[config.mk]
export PLATFORM = sky130hd
export DESIGN_NAME = irq_flag_bank
export DESIGN_NICKNAME = d
export VERILOG_FILES = /design/src/rtl/irq_flag_pkg.sv /design/src/rtl/irq_sync_bank.sv /design/src/rtl/irq_event_detect.sv /design/src/rtl/irq_flag_core.sv /design/src/rtl/irq_flag_bank.sv
export SDC_FILE = /design/constraint.sdc
export NUM_CORES = 1
export LEC_CHECK = 0
export BUFFER_PORTS_ARGS = -buffer_cell sky130_fd_sc_hd__buf_2
export CAP_MARGIN = 20
export CORE_ASPECT_RATIO = 1.5
export CORE_MARGIN = 1
export CORE_UTILIZATION = 31
export CTS_CLUSTER_SIZE = 14
export DETAILED_ROUTE_END_ITERATION = 6
export PLACE_DENSITY = 0.5
export SLEW_MARGIN = 20
export SYNTH_ARGS = -nofsm -noshare
export SYNTH_HDL_FRONTEND = slang
export SYNTH_HIERARCHICAL = 1
export SYNTH_SLANG_ARGS = --single-unit
[constraint.sdc]
create_clock -name clk -period 2.2 [get_ports clk]
set_input_delay 0.22 -clock clk [delete_from_list [all_inputs] [get_ports clk]]
set_output_delay 0.22 -clock clk [all_outputs]
set_load 0.03 [all_outputs]
[src/rtl/irq_flag_pkg.sv]
package irq_flag_pkg;

    typedef enum logic [1:0] {
        DET_LOW  = 2'b00,
        DET_FALL = 2'b01,
        DET_RISE = 2'b10,
        DET_BOTH = 2'b11
    } det_mode_e;

    function automatic logic line_event(input logic [1:0] mode,
                                        input logic       cur,
                                        input logic       prev);
        logic hit;
        case (det_mode_e'(mode))
            DET_LOW:  hit = ~cur;
            DET_FALL: hit = prev & ~cur;
            DET_RISE: hit = ~prev & cur;
            default:  hit = prev ^ cur;
        endcase
        return hit;
    endfunction

    function automatic logic is_level(input logic [1:0] mode);
        return det_mode_e'(mode) == DET_LOW;
    endfunction

endpackage

[src/rtl/irq_sync_bank.sv]
module irq_sync_bank #(
    parameter int WIDTH  = 16,
    parameter int STAGES = 2
) (
    input  logic             clk,
    input  logic             rst_n,
    input  logic [WIDTH-1:0] din,
    output logic [WIDTH-1:0] dout
);
    typedef struct packed {
        logic [STAGES-1:0][WIDTH-1:0] stg;
    } sync_t;

    sync_t st_d, st_q;

    always_comb begin
        st_d = st_q;
        st_d.stg[0] = din;
        for (int s = 1; s < STAGES; s++) begin
            st_d.stg[s] = st_q.stg[s-1];
        end
    end

    always_ff @(posedge clk) begin
        if (!rst_n) begin
            st_q <= '1;
        end else begin
            st_q <= st_d;
        end
    end

    assign dout = st_q.stg[STAGES-1];
endmodule

[src/rtl/irq_event_detect.sv]
module irq_event_detect
    import irq_flag_pkg::*;
#(
    parameter int NUM_LINES = 16
) (
    input  logic                   clk,
    input  logic                   rst_n,
    input  logic [NUM_LINES-1:0]   sync_in,
    input  logic [2*NUM_LINES-1:0] det_mode,
    output logic [NUM_LINES-1:0]   evt_o
);
    typedef struct packed {
        logic [NUM_LINES-1:0] prev;
    } det_t;

    det_t st_d, st_q;

    always_comb begin
        st_d      = st_q;
        st_d.prev = sync_in;
    end

    always_ff @(posedge clk) begin
        if (!rst_n) begin
            st_q <= '1;
        end else begin
            st_q <= st_d;
        end
    end

    for (genvar n = 0; n < NUM_LINES; n++) begin : g_line
        assign evt_o[n] = line_event(det_mode[2*n +: 2], sync_in[n], st_q.prev[n]);
    end
endmodule

[src/rtl/irq_flag_core.sv]
module irq_flag_core
    import irq_flag_pkg::*;
#(
    parameter int NUM_LINES  = 16,
    parameter int IMPL_LINES = 16,
    parameter int LINE_W     = 4
) (
    input  logic                   clk,
    input  logic                   rst_n,
    input  logic [NUM_LINES-1:0]   evt,
    input  logic [NUM_LINES-1:0]   sync_lvl,
    input  logic [2*NUM_LINES-1:0] det_mode,
    input  logic                   rd_en,
    input  logic                   wr_en,
    input  logic [NUM_LINES-1:0]   wr_data,
    input  logic                   ack_valid,
    input  logic [LINE_W-1:0]      ack_line,
    input  logic                   xfer_valid,
    input  logic [LINE_W-1:0]      xfer_line,
    input  logic                   xfer_keep,
    output logic [NUM_LINES-1:0]   flag_o
);
    localparam logic [NUM_LINES-1:0] IMPL_MASK =
        (IMPL_LINES >= NUM_LINES) ? '1 : ((NUM_LINES'(1) << IMPL_LINES) - NUM_LINES'(1));

    typedef struct packed {
        logic [NUM_LINES-1:0] flag;
        logic [NUM_LINES-1:0] arm;
    } core_t;

    core_t st_d, st_q;

    logic [NUM_LINES-1:0] ack_clr, xfer_clr, sw_clr, clr_any;

    always_comb begin
        ack_clr  = '0;
        xfer_clr = '0;
        for (int n = 0; n < NUM_LINES; n++) begin
            if (ack_valid && ack_line == LINE_W'(n)) begin
                ack_clr[n] = !is_level(det_mode[2*n +: 2]) || sync_lvl[n];
            end
            if (xfer_valid && xfer_line == LINE_W'(n)) begin
                xfer_clr[n] = !xfer_keep;
            end
        end
        sw_clr  = wr_en ? (~wr_data & st_q.arm) : '0;
        clr_any = ack_clr | xfer_clr | sw_clr;

        st_d      = st_q;
        st_d.flag = ((st_q.flag & ~clr_any) | evt) & IMPL_MASK;
        st_d.arm  = (st_q.arm | (rd_en ? st_q.flag : '0)) & ~clr_any & st_d.flag;
    end

    always_ff @(posedge clk) begin
        if (!rst_n) begin
            st_q <= '0;
        end else begin
            st_q <= st_d;
        end
    end

    assign flag_o = st_q.flag;
endmodule

[src/rtl/irq_flag_bank.sv]
module irq_flag_bank
    import irq_flag_pkg::*;
#(
    parameter int NUM_LINES   = 16,
    parameter int IMPL_LINES  = 16,
    parameter int SYNC_STAGES = 2,
    parameter int LINE_W      = $clog2(NUM_LINES)
) (
    input  logic                   clk,
    input  logic                   rst_n,
    input  logic [NUM_LINES-1:0]   irq_in,
    input  logic [2*NUM_LINES-1:0] det_mode,
    input  logic [NUM_LINES-1:0]   line_en,
    input  logic                   rd_en,
    input  logic                   wr_en,
    input  logic [NUM_LINES-1:0]   wr_data,
    input  logic                   ack_valid,
    input  logic [LINE_W-1:0]      ack_line,
    input  logic                   xfer_valid,
    input  logic [LINE_W-1:0]      xfer_line,
    input  logic                   xfer_keep,
    output logic [NUM_LINES-1:0]   flag_o,
    output logic [NUM_LINES-1:0]   req_o
);
    logic [NUM_LINES-1:0] sync_lvl;
    logic [NUM_LINES-1:0] line_evt;

    irq_sync_bank #(.WIDTH(NUM_LINES), .STAGES(SYNC_STAGES)) u_sync (
        .clk  (clk),
        .rst_n(rst_n),
        .din  (irq_in),
        .dout (sync_lvl)
    );

    irq_event_detect #(.NUM_LINES(NUM_LINES)) u_detect (
        .clk     (clk),
        .rst_n   (rst_n),
        .sync_in (sync_lvl),
        .det_mode(det_mode),
        .evt_o   (line_evt)
    );

    irq_flag_core #(.NUM_LINES(NUM_LINES), .IMPL_LINES(IMPL_LINES), .LINE_W(LINE_W)) u_core (
        .clk       (clk),
        .rst_n     (rst_n),
        .evt       (line_evt),
        .sync_lvl  (sync_lvl),
        .det_mode  (det_mode),
        .rd_en     (rd_en),
        .wr_en     (wr_en),
        .wr_data   (wr_data),
        .ack_valid (ack_valid),
        .ack_line  (ack_line),
        .xfer_valid(xfer_valid),
        .xfer_line (xfer_line),
        .xfer_keep (xfer_keep),
        .flag_o    (flag_o)
    );

    assign req_o = flag_o & line_en;
endmodule

* After elaboration in Yosys (flattened, before gate mapping)
Index checks and enable logic that the tools add are counted.
** Storage, ports and cells
- Flip-flop bits (word level) :: 80
- Latch bits :: 0
- RAM bits :: 0
- ROM bits :: 0
- Bits of input ports :: 95
- Output and inout port bits :: 32
- Word-level logic and storage cells :: 291
- Memories :: 0
** Cells by class
- Add/subtract/negate cells :: 0
- $mul :: 0
- Div/mod/pow operators :: 0
- $lt $le $gt $ge :: 0
- Equal/unequal tests :: 62
- Shift-type cells :: 0
- Multiplexer cells :: 50
- Bitwise gates (word level) :: 91
- Reduce and logical (&&, ||, !) cells :: 83
** Operator list (count)
- 16-bit bitwise AND :: 5
- 4-bit equality test (second input constant) :: 16
- 16-bit OR :: 4
- 1-bit case mux with 3 select lines :: 16
- 1-bit bitwise AND :: 32
- 2-bit by 1-bit equality test with 1-bit output (second input constant) :: 16
- 2-bit equality test (second input constant) :: 16
- 4-bit by 3-bit equality test with 1-bit output (second input constant) :: 8
- 1-bit logical AND :: 32
- 2-bit logical NOT :: 16
- 1-bit two-way mux :: 32
- 16-bit two-way mux :: 2
- 1-bit inverter :: 32
- 16-bit inverter :: 2
- 1-bit logical NOT :: 17
- 4-bit by 2-bit equality test with 1-bit output (second input constant) :: 4
- 1-bit logical OR :: 16
- 1-bit bitwise XOR :: 16
- 4-bit by 1-bit equality test with 1-bit output (second input constant) :: 2
- 4-bit logical NOT :: 2

* Longest topological paths before layout
Gate-level depths: netlist of run 1.
- Depth after elaboration :: 10
- Mapped depth :: 6
- Depth with buffers taken out :: 6

* Hierarchy
The synthesis of run 1 kept the hierarchy.
** Modules (own cells, without submodules)
- irq_flag_core :: times used 1, cells an instance 245, area an instance 1925.6 µm², sequential area each 640.6 µm²
- irq_event_detect :: times used 1, cells an instance 130, area an instance 1331.3 µm², sequential area each 320.3 µm²
- irq_sync_bank :: times used 1, cells an instance 67, area an instance 857.1 µm², sequential area each 640.6 µm²
- irq_flag_bank :: times used 1, cells an instance 16, area an instance 100.1 µm², sequential area each 0.0 µm²

* Least setup slack after synthesis of run 1
OpenSTA, ideal clock, no wires.
- Path type :: register to register
- From :: reg u_sync.st_q, in the netlist u_sync/dout[12]
- To :: reg u_core/st_q[12] (netlist name)
- Library setup time :: 0.132 ns
- Data arrival time :: 1.338 ns
- Data required time :: 2.068 ns
- Setup slack :: 0.731 ns
- Cell stages (with the launch flop) :: 7
- Path buffers :: 0
- Period minus slack after synthesis :: 1.469 ns
- Path through :: dfxtp_1 -> inv_2 -> ha_1 -> inv_1 -> mux4_2 -> o21ai_0 -> nor4_1
** Between the ends
- Elaborated cells on any way between the ends :: 14
- Classes of those cells :: mux: 2; bitwise: 11; reduce/logical: 1
** RTL lines
- start: declaration :: line irq_sync_bank.sv:14 : sync_t st_d, st_q;
- start signal: assignment :: line irq_sync_bank.sv:28 : st_q <= st_d;
- 1-bit inverter :: line irq_flag_pkg.sv:15, irq_flag_pkg.sv:16
- 1-bit bitwise AND :: line irq_flag_pkg.sv:16 : DET_FALL: hit = prev & ~cur;
- 1-bit case mux with 3 select lines (*) :: line irq_flag_pkg.sv:14 : case (det_mode_e'(mode))
- net line_evt[12] :: line irq_flag_bank.sv:26 : logic [NUM_LINES-1:0] line_evt;
- 16-bit OR (*) :: line irq_flag_core.sv:50 : st_d.flag = ((st_q.flag & ~clr_any) | evt) & IMPL_MASK;
- 16-bit bitwise AND (*) :: line irq_flag_core.sv:51 : st_d.arm = (st_q.arm | (rd_en ? st_q.flag : '0)) & ~clr_any & st_d.flag;
- end signal: assignment :: line irq_flag_core.sv:58 : st_q <= st_d;
- end: declaration :: line irq_flag_core.sv:31 : core_t st_d, st_q;
Mark *: on every way through the listed nets, which the timed path passes. The rest lies on a longest branch.
A chain may end at the register's enable or synchronous reset.

* Worst setup path in the final report of run 1
- From :: reg u_sync.st_q, in the netlist u_sync/dout[4]
- To :: reg u_core/st_q[4] (netlist name)
The elaborated chain is that of the path after synthesis.

==> results by group, run 1 <==
Outcome
  – Status: finished, final reports clean

Worst hold path
  – Worst min-delay path startpoint: irq_in[13]
  – Hold Path Depth: 2
  – Hold Path Class: input port to flip-flop
  – End point of the worst hold path: u_sync/st_d[29]$_SDFF_PN1_

Synthesis
  – Yosys cell types: 28
  – Yosys top cell area share: 38.0%
  – Synthesized area: 0.00421 mm2
  – Compound-gate portion of the synthesized area: 8.91%
  – Post-Syn Nets: 585
  – Synth warn: 6
  – Number of synthesized flops with an enable pin: 0
  – Mean post-synth cell area: 9.20 um2
  – FFs w/ async S/R, synth: 0%
  – Synth Area in Simple Gates: 25.1%
  – Cells after synthesis: 458
  – Largest family of logic cells by synthesized area: simple AND/OR/NAND/NOR gates
  – Post-synthesis mux area share: 8.55%
  – Post-synthesis adder-cell area fraction: 9.50%
  – Synth Register Bits: 80
  – Post-Synth XOR/XNOR Area: 0%
  – Ys flop type: dfxtp_1
  – Synth area leaders: dfxtp_1, ha_1, mux4_2
  – Register area share after synthesis: 38.0%
  – Post-synth top cells: dfxtp_1, nand2_1, inv_1
  – Count leader, synth: dfxtp_1
  – Yosys top cell by area: dfxtp_1

Clock tree
  – Setup Buffers After CTS: 0
  – CTS tree: built
  – Root buf cell: clkbuf_16
  – CTS Buf Count: 9
  – H-tree depth: 3
  – Clk_lat worst skew: 330 ps
  – # hold bufs at CTS: 0
  – CTS max path bufs: 2
  – Resize count post-CTS: 0
  – Clk sinks: 80
  – Clk slew on worst S/H paths: 60 ps

GRT
  – Remaining Overflow, GRT: 0
  – Gr usage total: 15.5%
  – Vias in the first global route: 3,367
  – Largest net degree at the start of global routing: 32
  – Initial antenna violation count: 1
  – Global-route wire length before repair: 16,700 um

Routing
  – DR pass1 iterations: 4
  – Avg WL per Cell: 14.6 um
  – DR vias: 3,495
  – Wirelength, routed: 10,700 um
  – DRT antenna net count: 0
  – Vias per cell: 4.75
  – Detailed Route Iter0 Violations: 176
  – DRC Markers: 0

Power
  – Power per Cell Area: 681 mW/mm2
  – P_leak: 2.66 nW
  – Peak supply drop: 0.332 mV

Timing
  – Final setup violation count: 0
  – Fin worst setup slack: 546 ps
  – Worst-margin pin slew: 632 ps
  – Endpoints failing hold: 0
  – Max-slew violation count: 0
  – Final setup TNS: 0 ps
  – Max-Slew Margin vs Limit: 57.9%
  – FMAX: 605 MHz
  – Final min period: 1650 ps
  – Unrepaired setup endpoints after global routing: false
  – Clock skew: 4.92 ps
  – Final worst-path cycle share: 75.2%

Die
  – Die X: 97.2 um
  – Starting Density: 32.1%
  – Site Rows: 51
  – CORE AREA: 0.0131 mm2
  – Die area: 0.0141 mm2
  – # IOs: 127
  – Height of the die: 145 um

Critical path
  – CP startpoint: u_sync/dout[4]$_SDFF_PN1_
  – Worst setup SP type: flip-flop
  – RR Endpoint: u_core/st_q[4]$_SDFF_PN0_
  – Worst r2r path cells: 6
  – Critical path arrival: 1850 ps
  – Reg-to-Reg Start: u_sync/dout[4]$_SDFF_PN1_
  – Critical Path Fanout Max: 3
  – R2r setup slk: 550 ps
  – CP endpoint kind: flip-flop
  – Critical path type: flip-flop to flip-flop
  – Worst EP required: 2390 ps

Cells and area
  – Layout cells sized above 1: 32.5%
  – Fin nets: 698
  – Area grow syn2layout: 23.4%

Run
  – Max Cap Violations: 0

Place
  – I/O Buffers: 126
  – HPWL Detailed: 8570 um
  – Placer Congestion: 0.808
  – Setup slack after placement: 593 ps
-- worst max-delay path by stage --
stage / depth (start not counted) / endpoint
after floorplan: 6 / u_core/st_q[12]$_SDFF_PN0_
after global placement: 6 / u_core/st_q[13]$_SDFF_PN0_
after detailed placement: 6 / u_core/st_q[4]$_SDFF_PN0_
after CTS: 6 / u_core/st_q[4]$_SDFF_PN0_
after global routing: 6 / u_core/st_q[13]$_SDFF_PN0_
final: 6 / u_core/st_q[4]$_SDFF_PN0_
-- logic make-up after synthesis --
group,Yosys count
and+or+nand+nor,189
muxes,16
buffers and inverters,92
AOI/OAI and AO/OA,49
DFF,80
adders and majority gates,32
-- layer usage --
layer / global-route usage (%) / wire (um) / vias up
met5: 0 / 13 / -
met4: 8.48 / 335 / 2
met3: 4.23 / 781 / 19
met2: 24.7 / 4990 / 127
met1: 19.1 / 4620 / 1573
li1: - / - / 1774
-- worst max-delay path, stage by stage (launching register included) --
cell and delay [ps]:
dfxtp_1 370, inv_2 60, ha_1 270, inv_1 30, mux4_2 510, o21ai_0 210, nor4_1 70
-- stage by stage --
stage	std cells	total power [W]	hold slack, ps	instance area (um2)	util [%]
2_1_floorplan	458	0.00190	293	4210	-
3_3_place_gp	719	0.00205	389	4900	37.3
3_5_place_dp	719	0.00207	392	4900	37.3
4_1_cts	735	0.00360	45.2	5200	39.5
5_1_grt	735	0.00371	57.9	5200	39.5
6_report	736	0.00354	60.3	5200	39.6
-- final cells by class --
cell class | instances | area, um2
fillers | 1328 | 7950
inverters | 64 | 240
well taps | 159 | 199
repair buffers | 130 | 661
multi-input cells | 286 | 2200
diodes | 1 | 2.50
clock buffers | 13 | 260
clock inverters | 3 | 40.0
flip-flops and latches | 80 | 1600
-- placed cells by master, fill, tap and decap left out --
master,synthesis,routed
clkinv_2,0,2
nand3_1,1,1
nor3_1,28,28
dfxtp_1,80,80
nor4_1,19,19
or3b_4,1,1
buf_2,7,126
nor4_2,1,1
clkbuf_16,0,9
inv_1,48,48
diode_2,0,1
mux4_2,16,16
o41ai_2,4,4
nand4bb_1,2,2
nand2b_1,35,35
o41ai_1,12,12
and2_1,16,16
nand4b_1,1,1
nand3b_1,17,17
a21o_1,16,16
or2b_1,1,1
clkbuf_1,3,2
clkbuf_8,0,2
or4b_4,1,1
ha_1,32,32
o21ai_0,17,17
nor3_2,4,4
inv_2,16,16
bufinv_16,0,1
buf_4,16,4
nand2_1,50,50
nor2_1,12,12
-- registers in the layout (all words and copies together), names as in the netlist --
signal         cells
u_sync/dout       16
u_detect/st_q     16
u_sync/st_d       16
u_core/st_q       16
u_core/flag_o     16
-- power breakdown --
part	leakage (nW)	switching, W	total [W]	internal (W)
Sequential	0.657	0.0000477	0.00156	0.00151
Combinational	1.85	0.000269	0.000476	0.000207
Clock	0.150	0.000570	0.00151	0.000938
Total	2.66	0.000887	0.00354	0.00266
Note: power is estimated with default switching activity, not from simulation.
==> inputs of run 2 (changes only) <==
ABC_AREA = 1   (was default)
PLACE_DENSITY = 0.51   (was 0.5)
clock period = 1.4 ns   (was 2.2 ns; I/O delays follow)
==> run 2 against run 1 <==
Effect of this change: utilization about the same; first-iteration DRC count decreased by 16%; worst hold slack improved by 72 ps; sequential power increased by 60%; largest cell class unchanged; largest power group is now the clock network; highest routed layer is now met4.
==> results by group, run 2 <==
Synthesis
  – Synth Register Bits: 80
  – Post-synth top cells: nand2_1, inv_1, dfxtp_1
  – Register area share after synthesis: 33.4%
  – Post-synthesis adder-cell area fraction: 8.34%
  – Yosys top cell area share: 33.4%
  – Post-synthesis mux area share: 0%
  – Yosys top cell by area: dfxtp_1
  – Largest family of logic cells by synthesized area: simple AND/OR/NAND/NOR gates
  – Post-Syn Nets: 884
  – Synth Area in Simple Gates: 33.3%
  – Synth warn: 6
  – FFs w/ async S/R, synth: 0%
  – Compound-gate portion of the synthesized area: 5.16%
  – Mean post-synth cell area: 6.34 um2
  – Synthesized area: 0.00480 mm2
  – Yosys cell types: 24
  – Ys flop type: dfxtp_1
  – Synth area leaders: dfxtp_1, nand2_1, inv_1
  – Count leader, synth: nand2_1
  – Post-Synth XOR/XNOR Area: 0%
  – Number of synthesized flops with an enable pin: 0
  – Cells after synthesis: 757

GRT
  – Largest net degree at the start of global routing: 36
  – Gr usage total: 15.2%
  – Vias in the first global route: 4,163
  – Global-route wire length before repair: 19,100 um
  – Initial antenna violation count: 0
  – Remaining Overflow, GRT: 0

Timing
  – Final min period: 1250 ps
  – Max-Slew Margin vs Limit: 70.7%
  – Max-slew violation count: 0
  – Final setup violation count: 0
  – FMAX: 802 MHz
  – Unrepaired setup endpoints after global routing: false
  – Clock skew: 3.58 ps
  – Endpoints failing hold: 0
  – Worst-margin pin slew: 440 ps
  – Final worst-path cycle share: 89.1%
  – Final setup TNS: 0 ps

Place
  – HPWL Detailed: 8980 um
  – I/O Buffers: 126
  – Placer Congestion: 0.789
  – Placed Instance Area: 0.00548 mm2

Critical path
  – CP endpoint kind: flip-flop
  – Critical path arrival: 1470 ps
  – Worst setup SP type: flip-flop
  – Critical Path Fanout Max: 4
  – Worst EP required: 1620 ps
  – Critical path type: flip-flop to flip-flop

Cells and area
  – Fin nets: 1,010
  – Most frequent cells in the layout: nand2_1, inv_1, buf_2, dfxtp_1, nor2_1
  – Layout cells sized above 1: 19.1%
  – Area grow syn2layout: 24.7%
  – Most common cell after layout, fill and taps aside: nand2_1
  – Final Cell Area: 0.00599 mm2

Worst hold path
  – Hold Path Class: input port to flip-flop

Die
  – CORE AREA: 0.0151 mm2
  – Die area: 0.0160 mm2
  – Height of the die: 154 um
  – Starting Density: 31.7%
  – # IOs: 127
  – Site Rows: 55
  – Die X: 104 um

Power
  – Psw: 0.00160 W
  – Peak supply drop: 0.461 mV
  – Flop pwr share: 40.7%
  – P_leak: 3.68 nW
  – Power per Cell Area: 1020 mW/mm2
  – Sw Share: 26.2%
  – Clock power frac: 43.5%
  – Combinational group share of total power: 15.9%
  – Pint: 0.00451 W

Routing
  – DRC Markers: 0
  – Detailed Route Iter0 Violations: 148
  – Wirelength, routed: 11,700 um
  – DR pass1 iterations: 4
  – DRT antenna net count: 0
  – Avg WL per Cell: 10.8 um
  – Vias per cell: 4.14
  – DR vias: 4,497

Clock tree
  – CTS Buf Count: 9
  – Resize count post-CTS: 0
  – H-tree depth: 3
  – Clk sinks: 80
  – Clk slew on worst S/H paths: 60 ps
  – Clk_lat worst skew: 340 ps
  – Root buf cell: clkbuf_16
  – CTS max path bufs: 2
  – CTS tree: built

Run
  – Max Cap Violations: 0

Outcome
  – Status: finished, final reports clean
-- run 2: cell types whose count changed after synthesis, moves of 19 or more --
cell      change
inv_1       +141
nand2_1     +191
nand2b_1     -35
nand3_1      +49
nor2_1       +58
nor4_1       -19
-- run 2: path summary, 6_finish.rpt --
| check | end | slack [ps] | cells past startpoint | from |
|---|---|---|---|---|
| worst min register to register | u_sync/dout[12]$_SDFF_PN1_ | 400 | 2 | u_sync/st_d[28]$_SDFF_PN1_ |
| worst max register to register | u_core/st_q[7]$_SDFF_PN0_ | 150 | 7 | u_sync/dout[7]$_SDFF_PN1_ |
| worst min-delay path | u_sync/dout[10]$_SDFF_PN1_ | 130 | 2 | rst_n |
| worst max-delay path | u_core/st_q[7]$_SDFF_PN0_ | 150 | 7 | u_sync/dout[7]$_SDFF_PN1_ |
-- run 2: routing by layer --
metal	wire length (um)	part of all wire, %	up-vias	global-route usage [%]
met3	533	4.6	10	3.33
met2	5910	50	91	28.0
met5	0	0	-	0
met4	177	1.5	0	5.59
li1	-	-	2453	-
met1	5100	44	1943	16.9
-- run 2: what timing repair did --
item,4_1_cts,5_1_grt
setup endpoints to repair,0,0
endpoints found under the hold margin,16,0
hold buffers,16,0
buffers inserted,0,0
-- run 2: cell type report --
cell class | instances | area [um2]
inverters | 191 | 717
repair buffers | 144 | 831
fillers | 1694 | 9150
well taps | 199 | 249
clock inverters | 2 | 60.1
multi-input cells | 457 | 2250
clock buffers | 13 | 280
flip-flops and latches | 80 | 1600
diodes | 1 | 2.50
-- run 2: cells by family (layout without fill, tap and decap cells) --
logic type | count (synthesis) | count (layout)
buf+inv | 220 | 350
simple gates | 391 | 391
compound gates | 34 | 34
other cells | 0 | 1
fa+ha+maj | 32 | 32
flops | 80 | 80
-- run 2: worst max-delay path, stage by stage (launching register included) --
cell,delay [ps]
dfxtp_1,370
inv_1,80
ha_1,280
nand2_1,50
nand3_1,80
nand2_1,80
o211ai_2,130
nor2_1,50
-- run 2: per-stage QoR --
step	power, W	hold WS [ps]	instances	util (%)	setup WS (ps)
global placement	0.00348	309	1055	36.2	148
global route	0.00646	147	1086	39.5	5.66
CTS	0.00624	122	1086	39.5	145
finish	0.00611	133	1087	39.5	153
detailed placement	0.00349	311	1055	36.2	159
floorplan	0.00319	209	757	-	245
-- run 2: power by group through the flow --
| stage | registers, W | logic [W] | clock network [W] |
|---|---|---|---|
| floorplan | 0.00250 | 0.000687 | 0 |
| global placement | 0.00254 | 0.000942 | 0 |
| detailed placement | 0.00254 | 0.000946 | 0 |
| CTS | 0.00249 | 0.000983 | 0.00277 |
| global route | 0.00250 | 0.00110 | 0.00285 |
| finish | 0.00249 | 0.000969 | 0.00266 |
==> inputs of run 3 (changes only) <==
GPL_TIMING_DRIVEN = 1   (was default)
PLACE_DENSITY = 0.58   (was 0.51)
SLEW_MARGIN = default   (was 20)
==> run 3 against run 2 <==
Effect of this change: final area is 0.67% lower; clock skew rose by 0.66 ps; critical path type unchanged; register-to-register slack got worse by 20 ps; critical endpoint is now u_core/st_q[11]$_SDFF_PN0_; clock power fell by 9.8%.
==> results by group, run 3 (synthesis gave the netlist of run 2 again) <==
Die
  – Die X: 104 um
  – CORE AREA: 0.0151 mm2
  – Site Rows: 55
  – Starting Density: 31.7%
  – # IOs: 127
  – Height of the die: 154 um
  – Die area: 0.0160 mm2

GRT
  – Vias in the first global route: 4,125
  – Gr usage total: 14.6%
  – Largest net degree at the start of global routing: 37
  – Remaining Overflow, GRT: 0
  – Initial antenna violation count: 2
  – Global-route wire length before repair: 18,400 um

Timing
  – Clock skew: 4.24 ps
  – Final setup violation count: 0
  – Endpoints failing hold: 0
  – Worst-margin pin slew: 393 ps
  – Max-Slew Margin vs Limit: 73.8%
  – Final worst-path cycle share: 90.7%
  – Final Hold Slack: 25.9 ps
  – Unrepaired setup endpoints after global routing: false
  – Max-slew violation count: 0
  – Final setup TNS: 0 ps
  – Final min period: 1270 ps
  – FMAX: 788 MHz

Clock tree
  – Setup Buffers After CTS: 0
  – Root buf cell: clkbuf_16
  – CTS max path bufs: 2
  – H-tree depth: 3
  – Clk sinks: 80
  – CTS tree: built
  – CTS Buf Count: 9
  – Clk slew on worst S/H paths: 70 ps
  – Clk_lat worst skew: 330 ps

Power
  – Pint: 0.00420 W
  – Sw Share: 28.2%
  – Peak supply drop: 0.595 mV
  – Power per Cell Area: 983 mW/mm2
  – Psw: 0.00165 W
  – Clock power frac: 41.1%
  – Flop pwr share: 42.5%
  – Combinational group share of total power: 16.4%
  – P_leak: 3.66 nW

Outcome
  – Status: finished, final reports clean

Routing
  – DRT met1 WL: 4720 um
  – DR pass1 iterations: 4
  – Top sig layer: met4
  – Vias per cell: 4.13
  – DR vias: 4,491
  – Avg WL per Cell: 10.4 um
  – Met2 wire length: 6000 um
  – DRT antenna net count: 0
  – DRC Markers: 0
  – Detailed Route Iter0 Violations: 119
  – WL met3: 430 um
  – Wirelength, routed: 11,400 um

Critical path
  – Critical path arrival: 1490 ps
  – R2r setup slk: 130 ps
  – Top Family by Delay on Critical Path: flip-flops
  – Critical path's most frequent cell: nand2_1
  – Crit path cell chain: inv_1 > ha_1 > nand2_1 > nand3_1 > nand2_1 > o2111ai_1 > nor2_1
  – Critical Path Fanout Max: 4
  – CP max stage delay: 380 ps
  – Worst setup SP type: flip-flop
  – Buf/Inv on CP: 1
  – Critical path type: flip-flop to flip-flop
  – Crit path max-delay cell type: dfxtp_1
  – CP endpoint kind: flip-flop
  – Worst EP required: 1630 ps

Cells and area
  – Layout cells sized above 1: 19.2%
  – Final Cell Area: 0.00595 mm2
  – Reg area: 0.00160 mm2
  – Fin nets: 1,009
  – Most frequent cells in the layout: nand2_1, inv_1, buf_2, dfxtp_1, nor2_1
  – Area grow syn2layout: 23.8%
  – Multi-input gate area: 0.00225 mm2
  – Most common cell after layout, fill and taps aside: nand2_1
  – Fillers: 1,674

Run
  – Max Cap Violations: 0

Worst hold path
  – Hold Path Class: input port to flip-flop

Place
  – Placer Congestion: 0.793
  – Placed Instance Area: 0.00548 mm2
  – HPWL Detailed: 8970 um
  – I/O Buffers: 126
-- run 3: cell count changes in the layout (fill, tap and decap cells not counted) --
cell | previous run | this run
clkinvlp_4 | 0 | 1
dlygate4sd3_1 | 16 | 15
clkinv_2 | 0 | 1
diode_2 | 1 | 2
bufinv_16 | 2 | 1
clkinv_4 | 0 | 3
clkbuf_8 | 4 | 1
-- run 3: worst paths after layout --
check	from	end	cells past startpoint
setup / recovery	u_sync/dout[11]$_SDFF_PN1_	u_core/st_q[11]$_SDFF_PN0_	7
hold / removal	irq_in[1]	u_sync/st_d[17]$_SDFF_PN1_	3
setup reg to reg	u_sync/dout[11]$_SDFF_PN1_	u_core/st_q[11]$_SDFF_PN0_	7
hold reg to reg	u_sync/st_d[28]$_SDFF_PN1_	u_sync/dout[12]$_SDFF_PN1_	2
-- run 3: repair_timing --
action,4_1_cts,5_1_grt
hold buffers,15,0
gates resized for setup,0,0
hold endpoints to repair,15,0
-- run 3: power groups by stage --
stage          clock network (W)  registers [W]  logic [W]
2_1_floorplan                  0        0.00250   0.000687
3_3_place_gp                   0        0.00254   0.000932
3_5_place_dp                   0        0.00254   0.000939
4_1_cts                  0.00249        0.00249   0.000975
5_1_grt                  0.00259        0.00250    0.00109
6_report                 0.00240        0.00248   0.000960
-- run 3: metal layers --
metal | GRT usage [%] | up-vias
li1 | - | 2451
met3 | 2.61 | 9
met5 | 0 | -
met4 | 6.56 | 0
met1 | 15.2 | 1957
met2 | 28.4 | 74
-- run 3: per-stage QoR --
stage          std cells  util, %  power (W)  setup WS, ps
2_1_floorplan        757        -    0.00319           245
3_3_place_gp        1055     36.2    0.00347           160
3_5_place_dp        1055     36.2    0.00348           152
4_1_cts             1086     39.2    0.00595           130
5_1_grt             1088     39.3    0.00618          5.80
6_report            1088     39.3    0.00585           130
-- run 3: tightest hold or removal path, stage by stage --
cell	delay, ps
buf_2	80
inv_1	50
nand2_1	60
-- run 3: cell type report --
cell class / count / area share, %
multi-input combinational: 457 / 37.8
sequential: 80 / 26.9
timing repair buffer: 143 / 13.8
inverter: 191 / 12.1
tap: 199 / 4.19
clock buffer: 10 / 4.02
clock inverter: 6 / 1.16
antenna: 2 / 0.0842
